`src/rtl/chg_limit_pkg.sv`:
```
// Package: shared sizes, addresses and reset values for the charger
// limit register file. Assumes an 8-bit data word split into two
// equal code fields.
package chg_limit_pkg;
    localparam int DATA_W     = 8;
    localparam int ADDR_W     = 3;
    localparam int FIELD_W    = DATA_W / 2;
    localparam int NUM_PARAM  = 6;
    localparam int CTRL_ADDR  = 0;
    localparam int SRST_BIT   = DATA_W - 1;
    localparam int VREG_ADDR  = 2;
    localparam int ICHG_ADDR  = 5;
    localparam int LIMIT_ADDR = 6;

    typedef logic [DATA_W-1:0]  word_t;
    typedef logic [FIELD_W-1:0] code_t;

    // Ceilings reset to their lowest codes.
    localparam word_t LIMIT_DEFAULT = '0;

    // Reset value of parameter register idx: index in the upper field,
    // index plus eight in the lower field.
    function automatic word_t param_default(input int idx);
        int lower;
        lower = (idx + 8) % (1 << FIELD_W);
        return word_t'((idx << FIELD_W) | lower);
    endfunction
endpackage

```
`src/rtl/chg_param_bank.sv`:
```
// Module: parameter register bank with self-clearing soft reset.
// Holds NUM_PARAM words. A write to CTRL_ADDR with SRST_BIT set stores
// the word and raises a pending flag. At the next edge every word
// reloads its default, the flag clears and that cycle's write is lost.
// Assumes at most one write per cycle.
module chg_param_bank
    import chg_limit_pkg::*;
#(
    parameter int P_ADDR_W    = ADDR_W,
    parameter int P_DATA_W    = DATA_W,
    parameter int P_NUM_PARAM = NUM_PARAM,
    parameter int P_CTRL_ADDR = CTRL_ADDR,
    parameter int P_SRST_BIT  = SRST_BIT
) (
    input  logic                                    clk,
    input  logic                                    rst_n,
    input  logic                                    wr_en,
    input  logic [P_ADDR_W-1:0]                     wr_addr,
    input  logic [P_DATA_W-1:0]                     wr_data,
    output logic [P_NUM_PARAM-1:0][P_DATA_W-1:0]    regs_o,
    output logic                                    srst_pend_o
);
    localparam logic [P_ADDR_W-1:0] CTRL_A = P_ADDR_W'(P_CTRL_ADDR);

    logic srst_req;
    logic srst_pend_q;

    // Detect a control write that requests a soft reset.
    always_comb begin
        srst_req = wr_en && (wr_addr == CTRL_A) && wr_data[P_SRST_BIT];
    end

    // Pending flag: set by the request, cleared one edge later.
    always_ff @(posedge clk) begin
        if (!rst_n) begin
            srst_pend_q <= 1'b0;
        end else if (srst_pend_q) begin
            srst_pend_q <= 1'b0;
        end else begin
            srst_pend_q <= srst_req;
        end
    end

    assign srst_pend_o = srst_pend_q;

    // One storage word per parameter address.
    for (genvar g = 0; g < P_NUM_PARAM; g++) begin : g_word
        localparam logic [P_ADDR_W-1:0] MY_A = P_ADDR_W'(g);
        localparam logic [P_DATA_W-1:0] MY_DEF = P_DATA_W'(param_default(g));
        logic [P_DATA_W-1:0] word_q;

        // Reset and soft reset reload defaults, otherwise take writes.
        always_ff @(posedge clk) begin
            if (!rst_n) begin
                word_q <= MY_DEF;
            end else if (srst_pend_q) begin
                word_q <= MY_DEF;
            end else if (wr_en && (wr_addr == MY_A)) begin
                word_q <= wr_data;
            end
        end

        assign regs_o[g] = word_q;
    end
endmodule

```
`src/rtl/chg_limit_guard.sv`:
```
// Module: safety ceiling register with its write lock.
// The lock sets on the first parameter write (addresses below
// P_NUM_PARAM) while the pin is high. The pin held low forces the
// ceilings to default and clears the lock. A dropped ceiling write
// pulses wr_ignored_o one cycle later. Assumes limit_rst_n is already
// synchronous to clk.
module chg_limit_guard
    import chg_limit_pkg::*;
#(
    parameter int P_ADDR_W     = ADDR_W,
    parameter int P_DATA_W     = DATA_W,
    parameter int P_NUM_PARAM  = NUM_PARAM,
    parameter int P_LIMIT_ADDR = LIMIT_ADDR
) (
    input  logic                 clk,
    input  logic                 rst_n,
    input  logic                 limit_rst_n,
    input  logic                 wr_en,
    input  logic [P_ADDR_W-1:0]  wr_addr,
    input  logic [P_DATA_W-1:0]  wr_data,
    output logic [P_DATA_W-1:0]  limit_o,
    output logic                 locked_o,
    output logic                 wr_ignored_o
);
    localparam logic [P_ADDR_W-1:0] LIM_A  = P_ADDR_W'(P_LIMIT_ADDR);
    localparam logic [P_ADDR_W-1:0] PARAM_N = P_ADDR_W'(P_NUM_PARAM);
    localparam logic [P_DATA_W-1:0] LIM_DEF = P_DATA_W'(LIMIT_DEFAULT);

    logic                lim_hit;
    logic                param_hit;
    logic                lock_q;
    logic                ign_q;
    logic [P_DATA_W-1:0] limit_q;

    // Decode which kind of register the current write targets.
    always_comb begin
        lim_hit   = wr_en && (wr_addr == LIM_A);
        param_hit = wr_en && (wr_addr < PARAM_N);
    end

    // Lock state: cleared by reset or a low pin, set by a parameter write.
    always_ff @(posedge clk) begin
        if (!rst_n) begin
            lock_q <= 1'b0;
        end else if (!limit_rst_n) begin
            lock_q <= 1'b0;
        end else if (param_hit) begin
            lock_q <= 1'b1;
        end
    end

    // Ceiling storage: held at default by the pin, writable while unlocked.
    always_ff @(posedge clk) begin
        if (!rst_n) begin
            limit_q <= LIM_DEF;
        end else if (!limit_rst_n) begin
            limit_q <= LIM_DEF;
        end else if (lim_hit && !lock_q) begin
            limit_q <= wr_data;
        end
    end

    // Dropped-write flag, one cycle after the offending write.
    always_ff @(posedge clk) begin
        if (!rst_n) begin
            ign_q <= 1'b0;
        end else begin
            ign_q <= lim_hit && (!limit_rst_n || lock_q);
        end
    end

    assign limit_o      = limit_q;
    assign locked_o     = lock_q;
    assign wr_ignored_o = ign_q;
endmodule

```
`src/rtl/chg_code_clamp.sv`:
```
// Module: passes the smaller of a programmed code and its ceiling.
// Purely combinational; both codes are unsigned.
module chg_code_clamp #(
    parameter int P_FIELD_W = chg_limit_pkg::FIELD_W
) (
    input  logic [P_FIELD_W-1:0] prog_code,
    input  logic [P_FIELD_W-1:0] ceil_code,
    output logic [P_FIELD_W-1:0] eff_code
);
    // Select the lower of the two codes.
    always_comb begin
        eff_code = (prog_code > ceil_code) ? ceil_code : prog_code;
    end
endmodule

```
`src/rtl/chg_limit_regfile.sv`:
```
// Module: top of the charger limit register file.
// Ties together the parameter bank, the ceiling guard, two clamps and a
// combinational read mux. Unmapped addresses read zero. Assumes one
// writer and a limit pin synchronous to clk.
module chg_limit_regfile
    import chg_limit_pkg::*;
#(
    parameter int P_ADDR_W     = ADDR_W,
    parameter int P_DATA_W     = DATA_W,
    parameter int P_NUM_PARAM  = NUM_PARAM,
    parameter int P_LIMIT_ADDR = LIMIT_ADDR,
    parameter int P_VREG_ADDR  = VREG_ADDR,
    parameter int P_ICHG_ADDR  = ICHG_ADDR
) (
    input  logic                    clk,
    input  logic                    rst_n,
    input  logic                    limit_rst_n,
    input  logic                    wr_en,
    input  logic [P_ADDR_W-1:0]     wr_addr,
    input  logic [P_DATA_W-1:0]     wr_data,
    input  logic [P_ADDR_W-1:0]     rd_addr,
    output logic [P_DATA_W-1:0]     rd_data,
    output logic                    wr_ignored,
    output logic [P_DATA_W/2-1:0]   ichg_eff,
    output logic [P_DATA_W/2-1:0]   vreg_eff
);
    localparam int HALF_W = P_DATA_W / 2;
    localparam logic [P_ADDR_W-1:0] LIM_A = P_ADDR_W'(P_LIMIT_ADDR);

    logic [P_NUM_PARAM-1:0][P_DATA_W-1:0] regs_w;
    logic                                 srst_pend_w;
    logic [P_DATA_W-1:0]                  limit_w;
    logic                                 locked_w;

    chg_param_bank #(
        .P_ADDR_W    (P_ADDR_W),
        .P_DATA_W    (P_DATA_W),
        .P_NUM_PARAM (P_NUM_PARAM),
        .P_CTRL_ADDR (CTRL_ADDR),
        .P_SRST_BIT  (P_DATA_W - 1)
    ) u_bank (
        .clk         (clk),
        .rst_n       (rst_n),
        .wr_en       (wr_en),
        .wr_addr     (wr_addr),
        .wr_data     (wr_data),
        .regs_o      (regs_w),
        .srst_pend_o (srst_pend_w)
    );

    chg_limit_guard #(
        .P_ADDR_W     (P_ADDR_W),
        .P_DATA_W     (P_DATA_W),
        .P_NUM_PARAM  (P_NUM_PARAM),
        .P_LIMIT_ADDR (P_LIMIT_ADDR)
    ) u_guard (
        .clk          (clk),
        .rst_n        (rst_n),
        .limit_rst_n  (limit_rst_n),
        .wr_en        (wr_en),
        .wr_addr      (wr_addr),
        .wr_data      (wr_data),
        .limit_o      (limit_w),
        .locked_o     (locked_w),
        .wr_ignored_o (wr_ignored)
    );

    chg_code_clamp #(.P_FIELD_W(HALF_W)) u_clamp_ichg (
        .prog_code (regs_w[P_ICHG_ADDR][P_DATA_W-1:HALF_W]),
        .ceil_code (limit_w[P_DATA_W-1:HALF_W]),
        .eff_code  (ichg_eff)
    );

    chg_code_clamp #(.P_FIELD_W(HALF_W)) u_clamp_vreg (
        .prog_code (regs_w[P_VREG_ADDR][HALF_W-1:0]),
        .ceil_code (limit_w[HALF_W-1:0]),
        .eff_code  (vreg_eff)
    );

    // Read mux: stored contents, zero for unmapped addresses.
    always_comb begin
        rd_data = '0;
        for (int i = 0; i < P_NUM_PARAM; i++) begin
            if (rd_addr == P_ADDR_W'(i)) begin
                rd_data = regs_w[i];
            end
        end
        if (rd_addr == LIM_A) begin
            rd_data = limit_w;
        end
    end
endmodule

```
`config.mk`:
```
export PLATFORM = sky130hd
export DESIGN_NAME = chg_limit_regfile
export DESIGN_NICKNAME = d
export VERILOG_FILES = /design/src/rtl/chg_limit_pkg.sv /design/src/rtl/chg_param_bank.sv /design/src/rtl/chg_limit_guard.sv /design/src/rtl/chg_code_clamp.sv /design/src/rtl/chg_limit_regfile.sv
export SDC_FILE = /design/constraint.sdc
export NUM_CORES = 1
export LEC_CHECK = 0
export ABC_AREA = 1
export BUFFER_PORTS_ARGS = -buffer_cell sky130_fd_sc_hd__buf_2
export CAP_MARGIN = 20
export CORE_UTILIZATION = 25
export DETAILED_ROUTE_END_ITERATION = 10
export GPL_ROUTABILITY_DRIVEN = 0
export PLACE_DENSITY = 0.39
export SLEW_MARGIN = 20
export SYNTH_ARGS = -nofsm -noshare
export SYNTH_HDL_FRONTEND = slang
export SYNTH_SLANG_ARGS = --single-unit
```
`constraint.sdc`:
```
create_clock -name clk -period 1.8 [get_ports clk]
set_input_delay 0.36 -clock clk [delete_from_list [all_inputs] [get_ports clk]]
set_output_delay 0.36 -clock clk [all_outputs]
set_load 0.02 [all_outputs]
```
# ---- Yosys cells after proc, flatten, opt, wreduce, memory -nomap -nowiden
# Index checks and enable logic that the tools add are counted.
dict set report op_classes {
  reduce_logical 18
  n_eq_ne 12
  muxes 9
  order_cmp 3
  n_bitwise 1
}
# cell count
set op_table {}
lappend op_table {{$mux 8} 7}
lappend op_table {{$eq 3x3->1 const B} 6}
lappend op_table {{$eq 3x2->1 const B} 4}
lappend op_table {{$logic_and 1x1->1} 11}
lappend op_table {{$gt 4x4->1} 2}
lappend op_table {{$mux 4} 2}
lappend op_table {{$eq 3x1->1 const B} 2}
lappend op_table {{$logic_not 3->1} 2}
lappend op_table {{$lt 3x3->1 const B} 1}
lappend op_table {{$logic_not 1->1} 2}
lappend op_table {{$reduce_and 2->1} 1}
lappend op_table {{$reduce_or 2->1} 1}
lappend op_table {{$logic_or 1x1->1} 1}
lappend op_table {{$not 1->1} 1}
dict set report totals {
  register_bits 59
}

# ---- Longest topological paths before layout
dict set report depth {
  depth_word 8
  ltp_mapped 8
  ltp_nobuf 8
}

# ---- By module
# A second synthesis with hierarchy kept.
dict set report unflattened {
  cells_unflattened 510
  hier_area_um2 3258.1
}
# module area_per_inst_um2 cells_per_inst seq_area_each_um2 n_inst
set modules_own_cells {}
lappend modules_own_cells {chg_param_bank 1875.5 266 980.9 1}
lappend modules_own_cells {chg_limit_regfile 531.8 100 0.0 1}
lappend modules_own_cells {chg_limit_guard 513.0 82 200.2 1}
lappend modules_own_cells {chg_code_clamp 168.9 31 0.0 2}

# ---- Least setup slack after synthesis
# OpenSTA, ideal clock, no wires.
dict set report synth_path {
  kind {reg-to-output}
  start {reg u_guard.limit_q[3], in the netlist u_guard.limit_o[3]}
  end {out vreg_eff[0]}
  arrival_ps 1489
  path_slack_ps -49
  required_ps 1440
  path_stages_with_launch 7
  path_cell_list {dfxtp_1 inv_1 ha_1 nand2_1 o21ai_0 nand2_1 o21ai_0}
}
dict set report synth_between {
  elab_chain_len 2
}
# item line
set synth_rtl {}
lappend synth_rtl {{start, declared} chg_limit_guard.sv:33} ;# logic [P_DATA_W-1:0] limit_q;
lappend synth_rtl {{start signal, assigned} chg_limit_guard.sv:59} ;# limit_q <= wr_data;
lappend synth_rtl {{$gt 4x4->1} chg_code_clamp.sv:12} ;# eff_code = (prog_code > ceil_code) ? ceil_code : prog_code;
lappend synth_rtl {{$mux 4} chg_code_clamp.sv:12}
lappend synth_rtl {{end, declared} chg_limit_regfile.sv:25} ;# output logic [P_DATA_W/2-1:0] vreg_eff
# No other way between the ends.

# ---- Final worst setup path
# Ends and elaborated chain as after synthesis.

==> impl_results.md <==
- Outcome: complete, but fails checks
- Failing checks: setup timing
- Die ar.: 11500 um^2
- Setup Viol. Count Final: 8
- Asr flop ratio synth: 0
- Worst Tran Pin Value: 0.369 ns
- DP Wirelength: 7340 um
- Setup CP Type: reg2out
- Crit. End Element: output pin
- CTS tree: built
- PD cells: 807 nW/um^2
- Vias per inst: 4.75
- Final period utilization: 1.14
- Synthesis-stage register bit count: 59
- Total of max-cap violations: 0
- Cell taking the most area after synthesis: dfxtp_1
- Hold Slack: 0.188 ns
- Clk_skew: 0.0112 ns
- # diodes: 0
- Layout cells sized above 1: 0.314
- Worst hold start: limit_rst_n
- Die height: 107 um
- Drt drc: 0
- CTS root buffer: clkbuf_8
- Register area share after synthesis: 0.426
- Leak: 0.00166 uW
- Slowest CP cell: dfxtp_2
- I/O Buffers: 34
- Hold/Removal Path Class: in2reg
- Die Wd: 107 um
- Placed insts: 588
- WL final: 10200 um
- Top post-synthesis cells by area: dfxtp_1 (43%), nand2_1 (10%), nor2_1 (7.8%)
- Power, Total: 3100 uW
- Ys flop type: dfxtp_1
- Reg2reg start: u_bank.srst_pend_o
- Finished Layout Cells: 611
- Inserted Clock Buffers: 9
- Crit path time final: 2.05 ns
- IR drop worst, VDD: 0.290 mV
- CP Launch Point: u_guard.limit_o[3]
- Post-synth top area share: 0.426
- Pre-antenna DRT Iters: 4
- Synth Net Count: 418
- Clk pin slew, worst setup/hold paths: 0.07 ns
- ANT nets after route: 0
- H-Tree Depth: 3
- Post-synth cell types: 20
- DRT iter0 DRCs: 168
- Synth Area per Inst: 7.08 um^2
- Worst Path Arrival: 1.69 ns
- FP Rows: 38
- Core area: 10800 um^2
- Sink Count: 59
- IO Pins: 35
- Fin worst setup slack: -0.245 ns
- WL/cell: 16.7 um
- RSZ-0062 raised after global routing: true
- Synth Cell Area: 2770 um^2
- Most frequent cells after synthesis: nand2_1 (76), dfxtp_1 (59), nor2_1 (58)
- Worst skew pair latency: 0.36 ns
- Number of synthesis warnings: 0
- Vias in the first global route: 2783
- Critical path cell sequence: inv_2 > ha_4 > nand2_1 > o21ai_2 > nand2_4 > o21ai_2 > buf_6
- Final core utilization: 0.354
- Grt total ovfl: 0
- CP dominant cell by count: o21ai_2
- Vias: 2903
- Area Overhead vs Synth: 38.5%
- Initial Util: 0.256
- Slew HR: 0.753
- Count leader, synth: nand2_1
- Largest net degree at the start of global routing: 43
- CTS max path bufs: 2
- Fmax: 489 MHz
- Cts hold-fix bufs: 0
- Initial antenna violation count: 0
- Synthesized instance count: 392
- Setup crit start kind: flip-flop
- Hold Violations, Final: 0
- First-pass GRT wire length: 16100 um
- Slowest stage delay, CP: 0.33 ns
- Total GRT Usage: 0.191
- CP Data Required Time: 1.44 ns
- Number of flops mapped to enable cells by yosys: 0
- Final nets: 493
- Worst-path fanout max: 8
- Pins Over Slew Limit: 0
==> kinds of logic after synthesis <==
| group | Yosys count | synth area share |
|---|---|---|
| DFF | 59 | 0.426 |
| AOI/OAI and AO/OA | 80 | 0.152 |
| buffers and inverters | 47 | 0.0654 |
| adders and majority gates | 8 | 0.0361 |
| and+or+nand+nor | 198 | 0.320 |
==> flip-flops by register name, indices dropped and copies added (netlist names) <==
| signal | cells |
|---|---|
| u_bank.g_word.word_q | 48 |
| u_guard.wr_ignored_o | 1 |
| u_guard.locked_o | 1 |
| u_bank.srst_pend_o | 1 |
| u_guard.limit_o | 8 |
==> metal layers <==
metal  vias to the layer above  global-route usage  wire length, um
li1                       1476                   -                -
met1                      1346               0.261             4980
met3                        14              0.0339              424
met4                         0              0.0616              158
met2                        67               0.304             4630
met5                         -                   0                0
==> power breakdown <==
part	internal [uW]	switching [uW]
combinational	174	281
clock	704	569
sequential	1350	26.1
==> final timing paths <==
path	end	slack, ns	cells after the start
setup / recovery	vreg_eff[0]	-0.25	7
hold / removal	u_guard.wr_ignored_o	0.19	2
setup reg to reg	u_bank.g_word[1].word_q[7]	0.79	4
hold reg to reg	u_bank.g_word[3].word_q[0]	0.46	2
==> timing repair <==
item                                   4_1_cts  5_1_grt
resized for setup                           62       18
pin swaps                                   17       13
buffers inserted                             7        2
endpoints found under the hold margin        0        0
setup endpoints to repair                   16       16
==> cells in the final DEF (no fill, tap or decap), types with 2 or more instances in the layout <==
master,n
buf_4,41
buf_2,20
o21ai_0,16
clkinvlp_4,2
nand2_1,72
buf_12,2
o21ai_2,5
inv_2,18
o21bai_1,8
nor3_2,3
nand4_1,26
nor3_4,2
ha_4,6
buf_6,10
inv_1,18
o21ai_1,22
nor2_2,2
nand2_2,2
a21oi_2,4
dfxtp_1,47
dfxtp_2,12
nand3_1,31
nor2_1,56
a21oi_1,24
clkbuf_8,11
nand2_4,2
==> layout make-up <==
type	count	area, um^2
Multi-Input combinational cell	286	1560
Tap cell	140	175
Sequential cell	59	1200
Inverter	38	145
Timing Repair Buffer	73	561
Fill cell	1191	7000
Clock inverter	4	50.0
Clock buffer	11	151
==> per-stage QoR <==
stage               setup TNS [ns]  setup WS [ns]  instance area [um^2]
finish                       -1.64         -0.245                  3840
global route                 -2.71         -0.327                  3840
CTS                          -1.86         -0.253                  3770
detailed placement          -0.911         -0.175                  3340
global placement            -0.873         -0.182                  3340
floorplan                   -0.382        -0.0491                  2770
==> worst max-delay path, delay by kind of cell, from the launching register on <==
kind | cells | cell delay, ns
AO/OA/AOI/OAI | 2 | 0.36
flip-flops | 1 | 0.33
adder cells (fa/ha/maj) | 1 | 0.27
buffers and inverters | 2 | 0.19
AND/OR/NAND/NOR | 2 | 0.18
No activity file was read; power rests on OpenSTA's default activity.
